### src/rtl/wt_pkg.sv
package wt_pkg;

   localparam logic [1:0] OP_RDID  = 2'd0;
   localparam logic [1:0] OP_WRITE = 2'd1;
   localparam logic [1:0] OP_READ  = 2'd2;

   localparam logic [1:0] ALG_CONT  = 2'd0;
   localparam logic [1:0] ALG_CHECK = 2'd1;
   localparam logic [1:0] ALG_RAND  = 2'd2;

   typedef enum logic [1:0] {
      ST_IDLE,
      ST_ISSUE,
      ST_WAIT,
      ST_POST
   } wt_state_e;

   function automatic logic [31:0] lfsr_step(input logic [31:0] s, input logic [31:0] mask);
      return (s >> 1) ^ (s[0] ? mask : 32'h0);
   endfunction

endpackage

### src/rtl/wt_cmd_check.sv
module wt_cmd_check #(
   parameter int ADDR_W = 24,
   parameter int CNT_W  = 24
) (
   input  logic [1:0]        op,
   input  logic [1:0]        alg,
   input  logic [ADDR_W-1:0] first,
   input  logic [ADDR_W-1:0] last,
   input  logic [CNT_W-1:0]  reps,
   output logic              ok
);
   import wt_pkg::*;

   logic range_ok, reps_ok, codes_ok;

   always_comb begin
      range_ok = (first <= last);
      reps_ok  = (reps != '0);
      codes_ok = (op != 2'd3) && (alg != 2'd3);
      ok       = range_ok && reps_ok && codes_ok;
   end

endmodule

### src/rtl/wt_pattern.sv
module wt_pattern #(
   parameter int          DATA_W = 8,
   parameter logic [31:0] SEED   = 32'hACE1_2B3D,
   parameter logic [31:0] MASK   = 32'h8020_0003
) (
   input  logic              clk,
   input  logic              rst_n,
   input  logic              reseed,
   input  logic              advance,
   input  logic [1:0]        alg,
   input  logic              page_lsb,
   input  logic              pass_lsb,
   output logic [DATA_W-1:0] pat
);
   import wt_pkg::*;

   if (DATA_W < 1 || DATA_W > 32) begin : g_bad_width
      $error("wt_pattern: DATA_W must be 1..32");
   end
   if (SEED == 32'h0) begin : g_bad_seed
      $error("wt_pattern: SEED must be non-zero");
   end

   logic [31:0] state_q;

   always_ff @(posedge clk or negedge rst_n) begin
      if (!rst_n)        state_q <= SEED;
      else if (reseed)   state_q <= SEED;
      else if (advance)  state_q <= lfsr_step(state_q, MASK);
   end

   always_comb begin
      unique case (alg)
         ALG_CHECK: pat = (page_lsb == pass_lsb) ? '0 : '1;
         ALG_RAND:  pat = state_q[DATA_W-1:0];
         default:   pat = '0;
      endcase
   end

endmodule

### src/rtl/wt_block_track.sv
module wt_block_track #(
   parameter int ADDR_W    = 24,
   parameter int PAGE_LOG2 = 6,
   localparam int BLK_W    = ADDR_W - PAGE_LOG2
) (
   input  logic [ADDR_W-1:0] addr,
   input  logic [ADDR_W-1:0] last,
   output logic              blk_end,
   output logic [BLK_W-1:0]  blk_id
);
   if (PAGE_LOG2 < 0 || PAGE_LOG2 >= ADDR_W) begin : g_bad_geom
      $error("wt_block_track: PAGE_LOG2 must be 0..ADDR_W-1");
   end

   assign blk_id = addr[ADDR_W-1:PAGE_LOG2];

   if (PAGE_LOG2 == 0) begin : g_page_is_block
      assign blk_end = 1'b1;
   end else begin : g_multi_page
      assign blk_end = (&addr[PAGE_LOG2-1:0]) || (addr == last);
   end

endmodule

### src/rtl/wt_sequencer.sv
module wt_sequencer #(
   parameter int          ADDR_W    = 24,
   parameter int          CNT_W     = 24,
   parameter int          DATA_W    = 8,
   parameter int          PAGE_LOG2 = 6,
   parameter logic [31:0] SEED      = 32'hACE1_2B3D,
   localparam int         BLK_W     = ADDR_W - PAGE_LOG2
) (
   input  logic              clk,
   input  logic              rst_n,
   input  logic              cmd_go,
   input  logic [1:0]        cmd_op,
   input  logic [1:0]        cmd_alg,
   input  logic [ADDR_W-1:0] cmd_first,
   input  logic [ADDR_W-1:0] cmd_last,
   input  logic [CNT_W-1:0]  cmd_reps,
   output logic              busy,
   output logic              cmd_err,
   output logic              ctl_start,
   output logic [1:0]        ctl_op,
   output logic [ADDR_W-1:0] ctl_addr,
   input  logic              ctl_done,
   input  logic              ctl_fail,
   input  logic              ctl_wreq,
   output logic [DATA_W-1:0] ctl_wdata,
   input  logic              ctl_rvalid,
   input  logic [DATA_W-1:0] ctl_rdata,
   output logic              rec_valid,
   input  logic              rec_ready,
   output logic [CNT_W-1:0]  rec_cycle,
   output logic [BLK_W-1:0]  rec_block,
   output logic              rec_pass
);
   import wt_pkg::*;

   if (CNT_W < 1 || ADDR_W < 2) begin : g_bad_params
      $error("wt_sequencer: CNT_W >= 1 and ADDR_W >= 2 required");
   end

   wt_state_e         state_q;
   logic [1:0]        op_q, alg_q;
   logic [ADDR_W-1:0] first_q, last_q, addr_q;
   logic [CNT_W-1:0]  reps_q, pass_q;
   logic              bad_q, err_q;

   logic              cmd_ok, accept, blk_end, at_last, final_pass;
   logic              reseed, advance, mismatch, wrap;
   logic [DATA_W-1:0] pat;
   logic [BLK_W-1:0]  blk_id;

   wt_cmd_check #(.ADDR_W(ADDR_W), .CNT_W(CNT_W)) i_check (
      .op(cmd_op), .alg(cmd_alg), .first(cmd_first), .last(cmd_last),
      .reps(cmd_reps), .ok(cmd_ok)
   );

   wt_block_track #(.ADDR_W(ADDR_W), .PAGE_LOG2(PAGE_LOG2)) i_blk (
      .addr(addr_q), .last(last_q), .blk_end(blk_end), .blk_id(blk_id)
   );

   wt_pattern #(.DATA_W(DATA_W), .SEED(SEED)) i_pat (
      .clk(clk), .rst_n(rst_n), .reseed(reseed), .advance(advance),
      .alg(alg_q), .page_lsb(addr_q[0]), .pass_lsb(pass_q[0]), .pat(pat)
   );

   always_comb begin
      accept     = (state_q == ST_IDLE) && cmd_go && cmd_ok;
      at_last    = (addr_q == last_q);
      final_pass = (pass_q == reps_q - CNT_W'(1));
      wrap       = (state_q == ST_POST) && rec_ready && at_last && !final_pass;
      reseed     = accept || wrap;
      advance    = (state_q == ST_WAIT) &&
                   ((ctl_wreq && op_q == OP_WRITE) || (ctl_rvalid && op_q == OP_READ));
      mismatch   = (state_q == ST_WAIT) && ctl_rvalid && (op_q == OP_READ) && (ctl_rdata != pat);
   end

   always_ff @(posedge clk or negedge rst_n) begin
      if (!rst_n) begin
         state_q <= ST_IDLE;
         op_q    <= '0;
         alg_q   <= '0;
         first_q <= '0;
         last_q  <= '0;
         reps_q  <= '0;
         addr_q  <= '0;
         pass_q  <= '0;
         bad_q   <= 1'b0;
         err_q   <= 1'b0;
      end else begin
         unique case (state_q)
            ST_IDLE: if (cmd_go) begin
               err_q <= !cmd_ok;
               if (cmd_ok) begin
                  op_q    <= cmd_op;
                  alg_q   <= cmd_alg;
                  first_q <= cmd_first;
                  last_q  <= cmd_last;
                  reps_q  <= cmd_reps;
                  addr_q  <= cmd_first;
                  pass_q  <= '0;
                  bad_q   <= 1'b0;
                  state_q <= ST_ISSUE;
               end
            end
            ST_ISSUE: state_q <= ST_WAIT;
            ST_WAIT: begin
               if (mismatch || (ctl_done && ctl_fail)) bad_q <= 1'b1;
               if (ctl_done) begin
                  if (blk_end) state_q <= ST_POST;
                  else begin
                     addr_q  <= addr_q + ADDR_W'(1);
                     state_q <= ST_ISSUE;
                  end
               end
            end
            ST_POST: if (rec_ready) begin
               bad_q <= 1'b0;
               if (!at_last) begin
                  addr_q  <= addr_q + ADDR_W'(1);
                  state_q <= ST_ISSUE;
               end else if (final_pass) begin
                  state_q <= ST_IDLE;
               end else begin
                  addr_q  <= first_q;
                  pass_q  <= pass_q + CNT_W'(1);
                  state_q <= ST_ISSUE;
               end
            end
            default: state_q <= ST_IDLE;
         endcase
      end
   end

   assign busy      = (state_q != ST_IDLE);
   assign cmd_err   = err_q;
   assign ctl_start = (state_q == ST_ISSUE);
   assign ctl_op    = op_q;
   assign ctl_addr  = addr_q;
   assign ctl_wdata = pat;
   assign rec_valid = (state_q == ST_POST);
   assign rec_cycle = pass_q;
   assign rec_block = blk_id;
   assign rec_pass  = !bad_q;

   // one-cycle start pulse, address kept inside the programmed range
   p_start_pulse_r3: assert property (@(posedge clk) disable iff (!rst_n)
      ctl_start |=> !ctl_start);
   p_addr_in_range_r3: assert property (@(posedge clk) disable iff (!rst_n)
      ctl_start |-> (ctl_addr >= first_q && ctl_addr <= last_q));
   // refused command leaves the block idle with the error flag up
   p_reject_r2: assert property (@(posedge clk) disable iff (!rst_n)
      (cmd_go && !busy && !cmd_ok) |=> (!busy && cmd_err && !ctl_start));
   // record held stable until taken, controller quiet meanwhile
   p_rec_hold_r10: assert property (@(posedge clk) disable iff (!rst_n)
      (rec_valid && !rec_ready) |=> (rec_valid && $stable(rec_block) &&
                                     $stable(rec_cycle) && $stable(rec_pass)));
   p_rec_quiet_r10: assert property (@(posedge clk) disable iff (!rst_n)
      rec_valid |-> !ctl_start);
   // a command strobe during a sweep does not touch its settings
   p_ignore_busy_r11: assert property (@(posedge clk) disable iff (!rst_n)
      (busy && cmd_go) |=> ($stable(first_q) && $stable(last_q) &&
                            $stable(reps_q) && $stable(ctl_op)));

endmodule

### config.mk
export PLATFORM = sky130hd
export DESIGN_NAME = wt_sequencer
export DESIGN_NICKNAME = d
export VERILOG_FILES = /design/src/rtl/wt_pkg.sv /design/src/rtl/wt_cmd_check.sv /design/src/rtl/wt_pattern.sv /design/src/rtl/wt_block_track.sv /design/src/rtl/wt_sequencer.sv
export SDC_FILE = /design/constraint.sdc
export NUM_CORES = 1
export LEC_CHECK = 0
export BUFFER_PORTS_ARGS = -buffer_cell sky130_fd_sc_hd__buf_2
export CAP_MARGIN = 10
export CORE_MARGIN = 5
export CORE_UTILIZATION = 50
export DETAILED_ROUTE_END_ITERATION = 6
export PLACE_DENSITY = 0.72
export SLEW_MARGIN = 5
export SYNTH_ARGS = -nofsm -noshare
export SYNTH_HDL_FRONTEND = slang
export SYNTH_HIERARCHICAL = 1
export SYNTH_SLANG_ARGS = --single-unit
### constraint.sdc
create_clock -name clk -period 5.8 [get_ports clk]
set_clock_uncertainty 0.05 [all_clocks]
set_input_delay 1.45 -clock clk [delete_from_list [all_inputs] [get_ports clk]]
set_output_delay 1.45 -clock clk [all_outputs]
set_load 0.005 [all_outputs]
==> results.json <==
{
  "run_status": "completed",
  "worst-endpoint-arrival_ps": 5270,
  "total_power_mw": 6.098,
  "dr.pass1.iters": 5,
  "synth_async_sr_flop_share_pct": 100.0,
  "timing.final.crit_share_pct": 85.37,
  "timing.max_slew.rel_slack_pct": 29.72,
  "swShare_pct": 42.15,
  "holdCritPathClass": "reg2reg",
  "placeableCoreArea_sq_mm": 0.02023,
  "drt_first_iter_violations": 769,
  "post-cts-setup-buffers": 0,
  "cts.path.max_buffers": 2,
  "area_delta_synth_final_pct": 15.07,
  "grt-ovfl-total": 0,
  "sequence_of_cells_on_the_critical_path": "buf_2 > ha_1 > a21oi_1 > o21ai_0 > a221oi_2 > o211ai_1 > a221oi_2 > nand2_1 > a2bb2oi_1 > nor2b_1 > o211a_1 > nand3_1 > or4_1 > a21oi_1",
  "grt_setup_unrepaired": "false",
  "dominant_delay_contributor_by_cell_family_on_the_critical_path": "compound AO/OA/AOI/OAI gates",
  "power_density_mw_per_mm2": 514.7,
  "cts.reportedPaths.clkPinSlew_ps": 70,
  "rows": 52,
  "post_cts_hold_buffer_count": 0,
  "synth.lib_cells_used.distinct": 74,
  "ys_warn_count": 6,
  "crit_path_max_fo": 18,
  "synth_sequential_area_ratio_pct": 39.10,
  "syn_inst_count": 1041,
  "initial_utilization_pct": 50.88,
  "crit_required_ps": 6110,
  "num-nets-final": 1298,
  "grt_first_pass_wirelength_mm": 45.47,
  "synth.cell_area_sq_mm": 0.01029,
  "synth-seq-cells": 160,
  "crit_type": "in2reg",
  "grt.total_usage_pct": 23.76,
  "slew_at_the_pin_with_the_worst_max_slew_slack_ps": 1054,
  "worst_ir_drop_vdd_mv": 0.2284,
  "timing.critical_path.slowest_stage_cell": "sky130_fd_sc_hd__or4_1",
  "critical_path.startpoint": "cmd_first[15]",
  "clkLatencyLatePin_ps": 440,
  "drt-total-wl_mm": 28.46,
  "startpoint_type": "input port",
  "hpwl_mm": 20.47,
  "period_needed_ps": 4951,
  "synth.avg_cell_area_sq_um": 9.889,
  "clock_group_share_of_total_power_pct": 19.0,
  "fillerInstances": 1821,
  "io_pins": 173,
  "post-route-drc-count": 0,
  "slew_viol_final": 0,
  "comb_power_share_pct": 43.5,
  "power_report.internal_total_mw": 3.528,
  "reg2reg_setup_slack_ps": 1650,
  "final_layout_size_suffix_gt1_share_pct": 28.95,
  "place.gp.congestion": 0.9164,
  "numClockSinks": 160,
  "die_x_um": 153.5,
  "capture_point_of_the_worst_path": "rec_cycle[13]$_DFFE_PN0P_",
  "timing.final.setup_violations": 0,
  "die_area_sq_mm": 0.02356,
  "final.setup.tns_ps": 0,
  "maximum_frequency_from_static_timing_analysis_mhz": 202.0,
  "vias_per_cell": 6.014,
  "wire_length_per_cell_after_detailed_routing_um": 19.54,
  "critical_path.reg2reg.startpoint": "reps_q[2]$_DFFE_PN0P_",
  "synth.net_count": 1167,
  "timing.final.hold_violations": 0,
  "grt_max_degree": 89,
  "switchingPower_mw": 2.570,
  "ff2ff_path_depth": 9,
  "synthFlopType": "sky130_fd_sc_hd__dfrtp_1",
  "cts.root.buffer_cell": "sky130_fd_sc_hd__clkbuf_16",
  "longest_individual_stage_delay_on_the_worst_path_ps": 630,
  "drv.max_cap_violation_count": 0,
  "htreeDepth": 4,
  "seq_power_share_pct": 37.4,
  "endpoint_kind": "register",
  "vias": 8757,
  "cts_tree": "yes",
  "synth_enable_flop_cells": 0,
  "fp.dieH_um": 153.5,
  "port_buffers": 172,
  "leakage_power_nw": 5.232,
  "cts_resized": 0,
  "postRouteAntennaNets": 0,
  "rr_endpoint": "ctl_addr[1]$_DFFE_PN0P_",
  "timing.critical_path.buf_inv": 1,
  "tritoncts.num_buffers": 17,
  "antenna_found_initial": 1,
  "path_depth": 14,
  "first_global_vias": 8365
}
layout make-up:
class                      instances  area (sq um)  share of cell area (%)
antenna                            1         2.502                 0.02112
clock buffer                      20         456.7                   3.855
clock inverter                    12         145.1                   1.225
inverter                          52         195.2                   1.648
multi-input combinational        754          5704                   48.15
sequential                       160          4025                   33.98
tap                              270         337.8                   2.852
timing repair buffer             187         979.7                   8.270
synth_stat cells, types with 11 or more instances:
cell | instances | area [sq um]
sky130_fd_sc_hd__a21oi_1 | 37 | 185.2
sky130_fd_sc_hd__a31oi_1 | 14 | 87.58
sky130_fd_sc_hd__and3_1 | 18 | 112.6
sky130_fd_sc_hd__buf_4 | 19 | 142.6
sky130_fd_sc_hd__clkbuf_1 | 37 | 138.9
sky130_fd_sc_hd__dfrtp_1 | 143 | 3578
sky130_fd_sc_hd__dfstp_2 | 17 | 446.7
sky130_fd_sc_hd__ha_1 | 34 | 425.4
sky130_fd_sc_hd__inv_1 | 50 | 187.7
sky130_fd_sc_hd__mux2_2 | 76 | 855.8
sky130_fd_sc_hd__mux2i_1 | 39 | 390.4
sky130_fd_sc_hd__nand2_1 | 75 | 281.5
sky130_fd_sc_hd__nand2b_1 | 14 | 87.58
sky130_fd_sc_hd__nand3_1 | 33 | 165.2
sky130_fd_sc_hd__nand4_1 | 26 | 162.7
sky130_fd_sc_hd__nor2_1 | 52 | 195.2
sky130_fd_sc_hd__nor3_1 | 29 | 145.1
sky130_fd_sc_hd__nor4_1 | 17 | 106.4
sky130_fd_sc_hd__o211ai_1 | 13 | 97.59
sky130_fd_sc_hd__o21ai_0 | 17 | 85.08
sky130_fd_sc_hd__o22ai_1 | 11 | 68.82
sky130_fd_sc_hd__o31ai_1 | 13 | 97.59
sky130_fd_sc_hd__or4_1 | 20 | 150.1
sky130_fd_sc_hd__xnor2_1 | 53 | 464.2
sky130_fd_sc_hd__xor2_1 | 36 | 315.3
how the worst min path moves through the flow:
stage | startpoint | to | slack, ps | cells after the start
after floorplan | i_pat/state_q[24]$_DFFE_PN0P_ | i_pat/state_q[23]$_DFFE_PN1P_ | 420 | 2
after global placement | i_pat/state_q[12]$_DFFE_PN0P_ | i_pat/state_q[11]$_DFFE_PN1P_ | 430 | 2
after detailed placement | first_q[3]$_DFFE_PN0P_ | first_q[3]$_DFFE_PN0P_ | 440 | 1
after CTS | first_q[2]$_DFFE_PN0P_ | first_q[2]$_DFFE_PN0P_ | 460 | 1
after global routing | first_q[22]$_DFFE_PN0P_ | first_q[22]$_DFFE_PN0P_ | 460 | 1
final | i_pat/state_q[30]$_DFFE_PN0P_ | i_pat/state_q[29]$_DFFE_PN1P_ | 460 | 2
cells by family (layout without fill, tap and decap cells):
| group | count (synthesis) | in the layout | share of synthesized area, % |
|---|---|---|---|
| adders and majority gates | 34 | 34 | 4.132 |
| other | 0 | 1 | 0 |
| xor gates and xnor gates | 89 | 89 | 7.572 |
| buffers and inverters | 127 | 271 | 5.919 |
| muxes | 117 | 117 | 12.32 |
| DFF | 160 | 160 | 39.10 |
| and+or+nand+nor | 327 | 327 | 17.42 |
| AOI/OAI and AO/OA | 187 | 187 | 13.54 |
stage by stage:
step / utilization, % / hold WS (ps) / setup WS [ps] / std cells / area [sq um]
final: 58.55 / 457.4 / 848.6 / 1456 / 11850
after global routing: 58.55 / 463.4 / 490.3 / 1456 / 11850
after CTS: 58.53 / 460.2 / 899.8 / 1455 / 11840
after detailed placement: 55.56 / 444.2 / 458.3 / 1423 / 11240
after global placement: 55.56 / 427.8 / 582.2 / 1423 / 11240
after floorplan: - / 417.0 / 1210 / 1041 / 10290
sequential cells by signal, summed over array words and instances (netlist names):
register       cells
i_pat/state_q     32
cmd_err            1
ctl_addr          24
last_q            24
alg_q              2
first_q           24
ctl_op             2
bad_q              1
state_q            2
rec_cycle         24
reps_q            24
worst register-to-register path: cells and delay by family, from the launching register on:
family / cells / cell delay (ps)
buffers and inverters: 1 / 270
and+or+nand+nor: 5 / 2050
DFF: 1 / 490
muxes: 1 / 360
AOI/OAI and AO/OA: 2 / 820
power groups by stage:
stage / logic [mW] / clock network (mW) / registers (mW)
floorplan: 2.06 / 0 / 2.05
finish: 2.65 / 1.16 / 2.28
global placement: 2.58 / 0 / 2.25
detailed placement: 2.63 / 0 / 2.28
CTS: 2.65 / 1.18 / 2.26
global route: 2.92 / 1.23 / 2.35
layout by cell type (no fill, tap or decap), types with 13 or more instances in the layout:
| master | instances |
|---|---|
| sky130_fd_sc_hd__and3_1 | 18 |
| sky130_fd_sc_hd__a21oi_1 | 36 |
| sky130_fd_sc_hd__xor2_1 | 36 |
| sky130_fd_sc_hd__inv_1 | 50 |
| sky130_fd_sc_hd__or4_1 | 20 |
| sky130_fd_sc_hd__o31ai_1 | 13 |
| sky130_fd_sc_hd__o211ai_1 | 13 |
| sky130_fd_sc_hd__a31oi_1 | 14 |
| sky130_fd_sc_hd__o21ai_0 | 15 |
| sky130_fd_sc_hd__mux2i_1 | 39 |
| sky130_fd_sc_hd__nor4_1 | 17 |
| sky130_fd_sc_hd__dfrtp_1 | 143 |
| sky130_fd_sc_hd__nand3_1 | 32 |
| sky130_fd_sc_hd__nand2b_1 | 14 |
| sky130_fd_sc_hd__nor3_1 | 29 |
| sky130_fd_sc_hd__nand4_1 | 26 |
| sky130_fd_sc_hd__dfstp_2 | 17 |
| sky130_fd_sc_hd__clkbuf_16 | 17 |
| sky130_fd_sc_hd__nor2_1 | 51 |
| sky130_fd_sc_hd__nand2_1 | 75 |
| sky130_fd_sc_hd__xnor2_1 | 53 |
| sky130_fd_sc_hd__mux2_2 | 76 |
| sky130_fd_sc_hd__buf_4 | 15 |
| sky130_fd_sc_hd__buf_2 | 171 |
| sky130_fd_sc_hd__ha_1 | 34 |
per-layer routing:
| metal | GRT usage, % | wire, um |
|---|---|---|
| met1 | 34.20 | 12720 |
| met2 | 35.93 | 12870 |
| met3 | 5.481 | 2242 |
| met4 | 7.065 | 619 |
| met5 | 0 | 0 |
Power figures use the tool's default switching activity.
